==> src/rtl/hv_sync_timer.sv <==
module hv_sync_timer #(
  parameter int HW = 12,
  parameter int VW = 11,
  parameter int PW = 8,
  parameter int LAT = 7,
  parameter int DEF_PIX = 32,
  parameter int DEF_LAST_PIX = 32,
  parameter int DEF_LINES = 6,
  parameter int DEF_HDW = 4,
  parameter int DEF_VDW = 1
) (
  input  logic          clk,
  input  logic          rst_n,
  input  logic          cfg_we,
  input  logic          cfg_now,
  input  logic          cfg_slave,
  input  logic          cfg_sync_pol,
  input  logic [HW-1:0] cfg_line_g,
  input  logic [HW-1:0] cfg_last_g,
  input  logic [VW-1:0] cfg_lines,
  input  logic [PW-1:0] cfg_hd_w,
  input  logic [PW-1:0] cfg_vd_w,
  input  logic          sync_in,
  input  logic          hd_in,
  input  logic          vd_in,
  output logic          hd_out,
  output logic          hd_oe,
  output logic          vd_out,
  output logic          vd_oe,
  output logic [HW-1:0] hcount_g,
  output logic [VW-1:0] vcount
);

  localparam logic [HW-1:0] DEF_LINE_B = HW'(DEF_PIX - 4);
  localparam logic [HW-1:0] DEF_LAST_B = HW'(DEF_LAST_PIX - 4);
  localparam logic [HW-1:0] DEF_LINE_G = DEF_LINE_B ^ (DEF_LINE_B >> 1);
  localparam logic [HW-1:0] DEF_LAST_G = DEF_LAST_B ^ (DEF_LAST_B >> 1);

  typedef struct packed {
    logic [HW-1:0] line;
    logic [HW-1:0] last;
    logic [VW-1:0] lines;
    logic [PW-1:0] hdw;
    logic [PW-1:0] vdw;
  } tset_t;

  localparam tset_t DEF_SET = '{line: DEF_LINE_G, last: DEF_LAST_G,
                                lines: VW'(DEF_LINES), hdw: PW'(DEF_HDW),
                                vdw: PW'(DEF_VDW)};

  function automatic logic [HW-1:0] g2b(input logic [HW-1:0] g);
    logic [HW-1:0] b;
    b[HW-1] = g[HW-1];
    for (int i = HW - 2; i >= 0; i--) b[i] = b[i+1] ^ g[i];
    return b;
  endfunction

  tset_t act, stg, wset;
  logic pend;
  logic slave_r, pol_r;
  logic [HW-1:0] hcnt;
  logic [VW-1:0] vcnt;
  logic hd_q, vd_q, sync_q, varm;
  logic [LAT-1:0] dly;

  logic [HW-1:0] a_line;
  logic [PW-1:0] a_hdw;
  logic last_line, line_done, sync_on, sync_hit, hd_fall, vd_fall, realign, field_start;
  logic [HW:0] h_end;

  assign wset = '{line: cfg_line_g, last: cfg_last_g, lines: cfg_lines,
                  hdw: cfg_hd_w, vdw: cfg_vd_w};
  assign a_line = act.line;
  assign a_hdw  = act.hdw;

  assign last_line = ({1'b0, vcnt} + (VW+1)'(1)) >= {1'b0, act.lines};
  assign h_end     = {1'b0, g2b(last_line ? act.last : act.line)} + (HW+1)'(3);
  assign line_done = ({1'b0, hcnt} >= h_end) || (&hcnt);

  assign sync_on  = (sync_in == pol_r);
  assign sync_hit = !slave_r && sync_on && !sync_q;
  assign hd_fall  = slave_r && hd_q && !hd_in;
  assign vd_fall  = slave_r && vd_q && !vd_in;
  assign realign  = slave_r && dly[LAT-1];
  assign field_start = slave_r ? vd_fall : (sync_hit || (line_done && last_line));

  always_ff @(posedge clk or negedge rst_n) begin
    if (!rst_n) begin
      hcnt <= '0;
      vcnt <= '0;
    end else if (sync_hit) begin
      hcnt <= '0;
      vcnt <= '0;
    end else if (realign || line_done) begin
      hcnt <= '0;
      if ((realign && varm) || last_line) vcnt <= '0;
      else vcnt <= vcnt + VW'(1);
    end else begin
      hcnt <= hcnt + HW'(1);
    end
  end

  always_ff @(posedge clk or negedge rst_n) begin
    if (!rst_n) begin
      hd_q   <= 1'b0;
      vd_q   <= 1'b0;
      sync_q <= 1'b0;
      varm   <= 1'b0;
      dly    <= '0;
    end else begin
      hd_q   <= hd_in;
      vd_q   <= vd_in;
      sync_q <= sync_on;
      dly    <= {dly[LAT-2:0], hd_fall};
      if (vd_fall) varm <= 1'b1;
      else if (realign) varm <= 1'b0;
    end
  end

  always_ff @(posedge clk or negedge rst_n) begin
    if (!rst_n) begin
      act     <= DEF_SET;
      stg     <= DEF_SET;
      pend    <= 1'b0;
      slave_r <= 1'b1;
      pol_r   <= 1'b0;
    end else begin
      if (cfg_we) begin
        slave_r <= cfg_slave;
        pol_r   <= cfg_sync_pol;
      end
      if (cfg_we && cfg_now) begin
        act  <= wset;
        stg  <= wset;
        pend <= 1'b0;
      end else begin
        if (field_start && pend) begin
          act  <= stg;
          pend <= 1'b0;
        end
        if (cfg_we) begin
          stg  <= wset;
          pend <= 1'b1;
        end
      end
    end
  end

  assign hcount_g = hcnt ^ (hcnt >> 1);
  assign vcount   = vcnt;
  assign hd_oe    = !slave_r;
  assign vd_oe    = !slave_r;
  assign hd_out   = slave_r || (hcnt >= HW'(act.hdw));
  assign vd_out   = slave_r || (vcnt >= VW'(act.vdw));

endmodule

==> config.mk <==
export PLATFORM = sky130hd
export DESIGN_NAME = hv_sync_timer
export DESIGN_NICKNAME = d
export VERILOG_FILES = /design/src/rtl/hv_sync_timer.sv
export SDC_FILE = /design/constraint.sdc
export NUM_CORES = 1
export LEC_CHECK = 0
export CAP_MARGIN = 20
export CORE_UTILIZATION = 64
export CTS_CLUSTER_DIAMETER = 200
export DETAILED_ROUTE_END_ITERATION = 6
export DONT_BUFFER_PORTS = 1
export PLACE_DENSITY = 0.87
export SYNTH_ARGS = -nofsm -noshare
export SYNTH_HDL_FRONTEND = slang
export SYNTH_SLANG_ARGS = --single-unit
==> constraint.sdc <==
create_clock -name clk -period 9.4 [get_ports clk]
set_clock_uncertainty 0.05 [all_clocks]
set_input_delay 1.41 -clock clk [delete_from_list [all_inputs] [get_ports clk]]
set_output_delay 1.41 -clock clk [all_outputs]
set_load 0.05 [all_outputs]
==> results.json, run 1 <==
{
  "worstPathMaxFanout": 15,
  "core-area_sq_um": 11500,
  "cp_slowest_cell": "dfrtp_2",
  "required_ps": 9650,
  "n_fill_cell": 725,
  "grt_pass1_wl_um": 28800,
  "crit_buf_inv": 11,
  "slew_headroom_pct": 23.6,
  "finalSetupViolCount": 0,
  "grt_pass1_vias": 5604,
  "start_util_pct": 66.1,
  "track_usage_pct": 30.7,
  "route.vias.total": 5359,
  "syn_area_per_cell_sq_um": 11.0,
  "whs_ps": 301,
  "syn_nets": 817,
  "num-nets-final": 823,
  "dp_hpwl_um": 11700,
  "routedWlPerCell_um": 20.9,
  "cts_buffers": 17,
  "cts.sinks": 139,
  "crit_type": "reg -> reg",
  "fin_setup_tns_ps": 0,
  "first_pass_iters": 6,
  "placed_area_sq_um": 7700,
  "synth-seq-cells": 139,
  "io_buffers": 0,
  "via_per_inst": 6.29,
  "rows": 39,
  "max_stage_delay_ps": 410,
  "gp_congestion": 0.913,
  "cts_hold_buf": 0,
  "ir_drop_uv": 265,
  "post-route-period-util_pct": 96.1,
  "grt_max_degree": 140,
  "cts_tree": "yes",
  "maxCapViolCount": 0,
  "hold_end": "dly[3]",
  "wirelength_um": 17800,
  "clk_pin_slew_ps": 60,
  "ant_nets": 0,
  "yosysSeqAreaShare_pct": 46.1,
  "whs_path_depth": 0,
  "ioPinCount": 87,
  "synth_ff_type": "dfrtp_1",
  "status": "complete, no violations",
  "crit_top_cell": "ha_1",
  "final_area_sq_um": 8490,
  "worst_ep_arrival_time_ps": 9280,
  "hold_viol_final": 0,
  "drc": 0,
  "cts_max_level": 4,
  "synthDistinctLibCells": 52,
  "tightestPinTransition_ps": 1150,
  "period_needed_ps": 9030,
  "netlist_area_sq_um": 7580,
  "die_h_um": 111,
  "synth_area_leaders": "dfrtp_1 40%, ha_1 11%, mux2i_1 8.2%, mux2_2 8.0%, dfstp_2 5.9%",
  "synthTopCellsByCount": "122 x dfrtp_1, 67 x ha_1, 67 x nand3_1, 62 x mux2i_1, 59 x o21ai_1",
  "cts_max_path_buffers": 2,
  "drive_above_1_share_pct": 20.5,
  "antenna_found_initial": 0,
  "async_reset_ff_share_pct": 100,
  "placed_cells": 813,
  "path_delay_family": "adder cells",
  "p_leak_nw": 4.18,
  "r2r-start": "vcount[1]",
  "r2r_cells": 41,
  "r2r_slack_ps": 370,
  "yosysWarnings": 0,
  "synth.largest_area_cell": "dfrtp_1",
  "worstReg2RegEnd": "a_line[2]",
  "syn_inst": 690,
  "slew_viol_final": 0,
  "worstHoldStart": "dly[2]",
  "synth.most_common_cell": "dfrtp_1",
  "fin_cells": 852,
  "die_w_um": 111,
  "p_total_mw": 2.83,
  "end_kind": "flop",
  "worst_setup_path_start_kind": "flop",
  "clockRootBuffer": "clkbuf_16",
  "max_freq_ghz": 0.111,
  "synth_edf_count": 0,
  "netlist.area_leader.share_pct": 40.3,
  "power-per-cell-area_nw_per_um2": 333,
  "grt_remaining_overflow": 0,
  "dieArea_sq_um": 12300,
  "drt_iter0_markers": 362,
  "n_antenna_cell": 0,
  "hold_path_class": "reg -> reg",
  "area_growth_pct": 12.0,
  "clk_latency_ps": 430
}
==> power by group <==
group	switching [mW]	leakage [nW]	internal, mW
registers	0.0965	1.68	0.704
logic	0.749	2.18	0.536
clock network	0.252	0.323	0.491
==> sequential cells by signal, summed over array words and instances, names as in the netlist, 7 cells and up <==
register  flops
a_hdw         8
a_line       12
stg          51
vcount       11
act          31
dly           7
hcnt         12
==> worst max path at each step <==
| stage | cells past startpoint | slack (ps) | startpoint | endpoint |
|---|---|---|---|---|
| 2_1_floorplan | 45 | 720 | vcount[1] | a_hdw[2] |
| 3_3_place_gp | 43 | 440 | vcount[1] | act[16] |
| 3_5_place_dp | 43 | -140 | vcount[1] | a_line[2] |
| 4_1_cts | 43 | 70 | vcount[1] | vcount[2] |
| 5_1_grt | 44 | -60 | vcount[3] | act[16] |
| 6_report | 41 | 370 | vcount[1] | a_line[2] |
==> cell families after synthesis <==
family	synth area share (%)
buffers and inverters	4.93
AOI/OAI and AO/OA	8.73
DFF	46.1
adders and majority gates	11.1
and+or+nand+nor	9.72
xor gates and xnor gates	3.23
muxes	16.2
==> placed cells by master, fill, tap and decap left out, types with 2 or more instances in the layout <==
| cell | instances |
|---|---|
| dfrtp_1 | 118 |
| nand3_1 | 66 |
| ha_1 | 66 |
| mux2i_1 | 62 |
| o21ai_1 | 59 |
| mux2_2 | 54 |
| inv_1 | 52 |
| nand2_1 | 28 |
| xnor2_1 | 18 |
| nor2_1 | 17 |
| dfstp_2 | 17 |
| clkbuf_16 | 17 |
| buf_4 | 15 |
| xor2_1 | 8 |
| o21ai_0 | 8 |
| a21o_1 | 6 |
| and3_1 | 6 |
| nand2b_1 | 5 |
| bufinv_16 | 5 |
| a21oi_1 | 4 |
| nand4_1 | 4 |
| a211oi_1 | 4 |
| and2_4 | 4 |
| dfrtp_2 | 4 |
| o2111ai_1 | 3 |
| nor3_4 | 3 |
| nor3_1 | 3 |
| a21boi_1 | 3 |
| o22ai_1 | 3 |
| clkinv_2 | 3 |
| clkbuf_8 | 3 |
| and2_1 | 2 |
| nand3_2 | 2 |
| nand2_2 | 2 |
| xnor2_2 | 2 |
| o211ai_1 | 2 |
| o21bai_1 | 2 |
| clkinv_4 | 2 |
==> worst reg2reg max path, delay by kind of cell (launching register included) <==
kind / cells / cell delay [ps]
buf+inv: 11 / 780
xor+xnor: 2 / 440
compound gates: 7 / 1640
flops: 1 / 410
fa+ha+maj: 14 / 4090
simple gates: 6 / 1290
mux: 1 / 170
==> metal layers <==
| layer | vias up | share of wire [%] | global-route usage [%] |
|---|---|---|---|
| met1 | 2657 | 41 | 39.1 |
| met5 | - | 0 | 0 |
| met2 | 197 | 48 | 47.5 |
| li1 | 2449 | - | - |
| met3 | 56 | 7.5 | 9.24 |
| met4 | 0 | 4.1 | 15.7 |
==> stage by stage <==
| stage | setup slack, ps | utilization (%) |
|---|---|---|
| 6_report | 366 | 74.1 |
| 2_1_floorplan | 716 | - |
| 4_1_cts | 69.6 | 73.3 |
| 5_1_grt | -59.5 | 74.1 |
| 3_5_place_dp | -140 | 67.1 |
| 3_3_place_gp | 437 | 67.1 |
==> layout make-up <==
type,instances,area [sq um],area share (%)
multi-input combinational,469,3810,44.9
sequential,139,3500,41.3
clock buffer,21,470,5.54
inverter,52,195,2.30
clock inverter,11,190,2.24
tap,143,179,2.11
timing repair buffer,17,144,1.69
==> repair_timing <==
| action | 4_1_cts | 5_1_grt |
|---|---|---|
| pin swaps | 3 | 1 |
| resized for setup | 2 | 22 |
| buffers inserted | 4 | 0 |
| setup endpoints to repair | 55 | 75 |
| gates cloned | 2 | 1 |
(Power assumes the default switching activity.)
==> inputs of run 2 (changes only) <==
ABC_AREA = 1   (was not set)
CORE_ASPECT_RATIO = 1.4   (was not set)
==> results.json, run 2 <==
{
  "largest_register_ffs": 51,
  "clk_pin_slew_ps": 60,
  "crit_buf_inv": 15,
  "finalSetupViolCount": 0,
  "rows": 47,
  "wirelength_um": 19400,
  "clockRootBuffer": "clkbuf_16",
  "cts_max_path_buffers": 2,
  "cts.sinks": 139,
  "ir_drop_uv": 221,
  "placed_cells": 1109,
  "synth_edf_count": 0,
  "layout_commonest_cell": "nand2_1",
  "routedWlPerCell_um": 16.9,
  "end_kind": "flop",
  "grtUsageMet2_pct": 49.5,
  "grt_remaining_overflow": 0,
  "first_pass_iters": 7,
  "max_stage_delay_ps": 330,
  "max_freq_ghz": 0.112,
  "p_sw_mw": 1.04,
  "netlist.area_leader.share_pct": 38.5,
  "synth.largest_area_cell": "dfrtp_1",
  "drc": 1,
  "p_leak_nw": 4.72,
  "die_h_um": 134,
  "start_util_pct": 66.5,
  "maxCapViolCount": 0,
  "drive_above_1_share_pct": 8.80,
  "synth.most_common_cell": "nand2_1",
  "ant_nets": 0,
  "fin_setup_tns_ps": 0,
  "grt_pass1_vias": 6537,
  "post-place-ws_ps": 379,
  "syn_nets": 1120,
  "combPwrFrac_pct": 42.7,
  "post-route-period-util_pct": 95.3,
  "tightestPinTransition_ps": 764,
  "async_reset_ff_share_pct": 100,
  "violations": "design-rule violations",
  "synth_ff_type": "dfrtp_1",
  "drt_iter0_markers": 601,
  "p_total_mw": 2.52,
  "cts_max_level": 4,
  "worst_setup_path_start_kind": "flop",
  "syn_inst": 993,
  "via_per_inst": 5.84,
  "antenna_found_initial": 0,
  "gr-usage-met1_pct": 36.4,
  "n_antenna_cell": 0,
  "top_register": "stg",
  "path_delay_family": "adder cells",
  "largest_registers": "stg x51, act x31",
  "io_buffers": 0,
  "power-per-cell-area_nw_per_um2": 288,
  "clkPwrFrac_pct": 27.2,
  "synth_area_leaders": "dfrtp_1 38%, nand2_1 13%, ha_1 11%, inv_1 7.0%, o21ai_0 5.7%",
  "die_w_um": 96.1,
  "worstPathMaxFanout": 26,
  "fin_cells": 1147,
  "crit_type": "reg -> reg",
  "route.vias.total": 6703,
  "seq_power_share_pct": 30.1,
  "cts_tree": "yes",
  "netlist_area_sq_um": 7940,
  "slew_viol_final": 0,
  "synth-seq-cells": 139,
  "grt_pass1_wl_um": 30200,
  "cts_hold_buf": 0,
  "period_needed_ps": 8960,
  "cts_buffers": 17,
  "final_cell_mix": "269 x nand2_1, 147 x inv_1, 122 x dfrtp_1",
  "p_int_mw": 1.47,
  "p_sw_share_pct": 41.5,
  "grt_max_degree": 140,
  "ioPinCount": 87,
  "area_growth_pct": 10.2,
  "met3_usage_pct": 6.74,
  "synthDistinctLibCells": 35,
  "dp_hpwl_um": 12200,
  "yosysWarnings": 0,
  "gp_congestion": 0.962,
  "hold_path_class": "reg -> reg",
  "synthTopCellsByCount": "270 x nand2_1, 148 x inv_1, 122 x dfrtp_1, 91 x o21ai_0, 67 x ha_1",
  "yosysSeqAreaShare_pct": 44.1,
  "num-nets-final": 1114,
  "slew_headroom_pct": 49.1,
  "dieArea_sq_um": 12900,
  "grt-busiest-layer": "met2",
  "hold_viol_final": 0,
  "status": "complete, but fails checks",
  "syn_area_per_cell_sq_um": 7.99,
  "setup_slack_ps": 444,
  "clk_latency_ps": 430,
  "core-area_sq_um": 11900,
  "cp_slowest_cell": "ha_1",
  "track_usage_pct": 31.1,
  "worst_ep_arrival_time_ps": 9220,
  "required_ps": 9670
}
run 2: cell types whose count changed in the layout (fill, tap and decap cells not counted), moves of 5 or more:
| cell | delta |
|---|---|
| a21o_1 | -6 |
| a21oi_1 | +33 |
| and3_1 | -6 |
| inv_1 | +95 |
| mux2_2 | -54 |
| mux2i_1 | -53 |
| nand2_1 | +241 |
| nand2b_1 | -5 |
| nand4_1 | +7 |
| nor2_1 | +35 |
| o21ai_0 | +83 |
| o21ai_1 | -54 |
| xnor2_1 | -13 |
| xor2_1 | +14 |
run 2: worst paths after layout:
check	startpoint	endpoint	slack, ps	depth (start not counted)
worst max-delay path	vcount[4]	a_hdw[3]	440	56
min in group asynchronous	rst_n	dly[2]	620	0
worst min register to register	dly[0]	dly[1]	300	0
worst max register to register	vcount[4]	a_hdw[3]	440	56
worst min-delay path	dly[0]	dly[1]	300	0
max in group asynchronous	rst_n	stg[28]	8430	0
run 2: cell type report:
class	count	area [sq um]
multi-input cells	663	3750
flip-flops and latches	139	3500
fillers	814	3190
inverters	150	563
clock buffers	18	439
well taps	147	184
clock inverters	14	159
repair buffers	16	158
run 2: cells by family after synthesis:
logic type | share of synthesized area, %
flops | 44.1
simple gates | 22.3
fa+ha+maj | 10.6
mux | 1.14
compound gates | 9.08
xor+xnor | 3.09
buf+inv | 9.76
run 2: timing repair:
action | in CTS | in global routing
setup buffers | 0 | 4
resized for setup | 0 | 17
endpoints found under the setup margin | 0 | 75
endpoints found under the hold margin | 0 | 0
run 2: power groups by stage:
stage	logic (mW)	registers, mW	clock network, mW
floorplan	0.751	0.749	0
global placement	0.883	0.762	0
detailed placement	0.935	0.764	0
CTS	0.967	0.755	0.685
global route	1.18	0.766	0.714
finish	1.07	0.758	0.684
run 2: layer usage:
layer	share of wire, %	routed length (um)	vias up
met5	0	0	-
met4	6.6	1270	0
met3	5.9	1140	105
met2	50	9780	301
met1	37	7200	3172
li1	-	-	3125
run 2: metrics by stage:
step                      hold WS, ps  instance area [sq um]  util [%]
after global routing              322                   8750      73.3
after CTS                         307                   8600      72.0
after global placement            284                   8000      67.0
after detailed placement          287                   8000      67.0
final                             303                   8750      73.3
after floorplan                   281                   7940         -
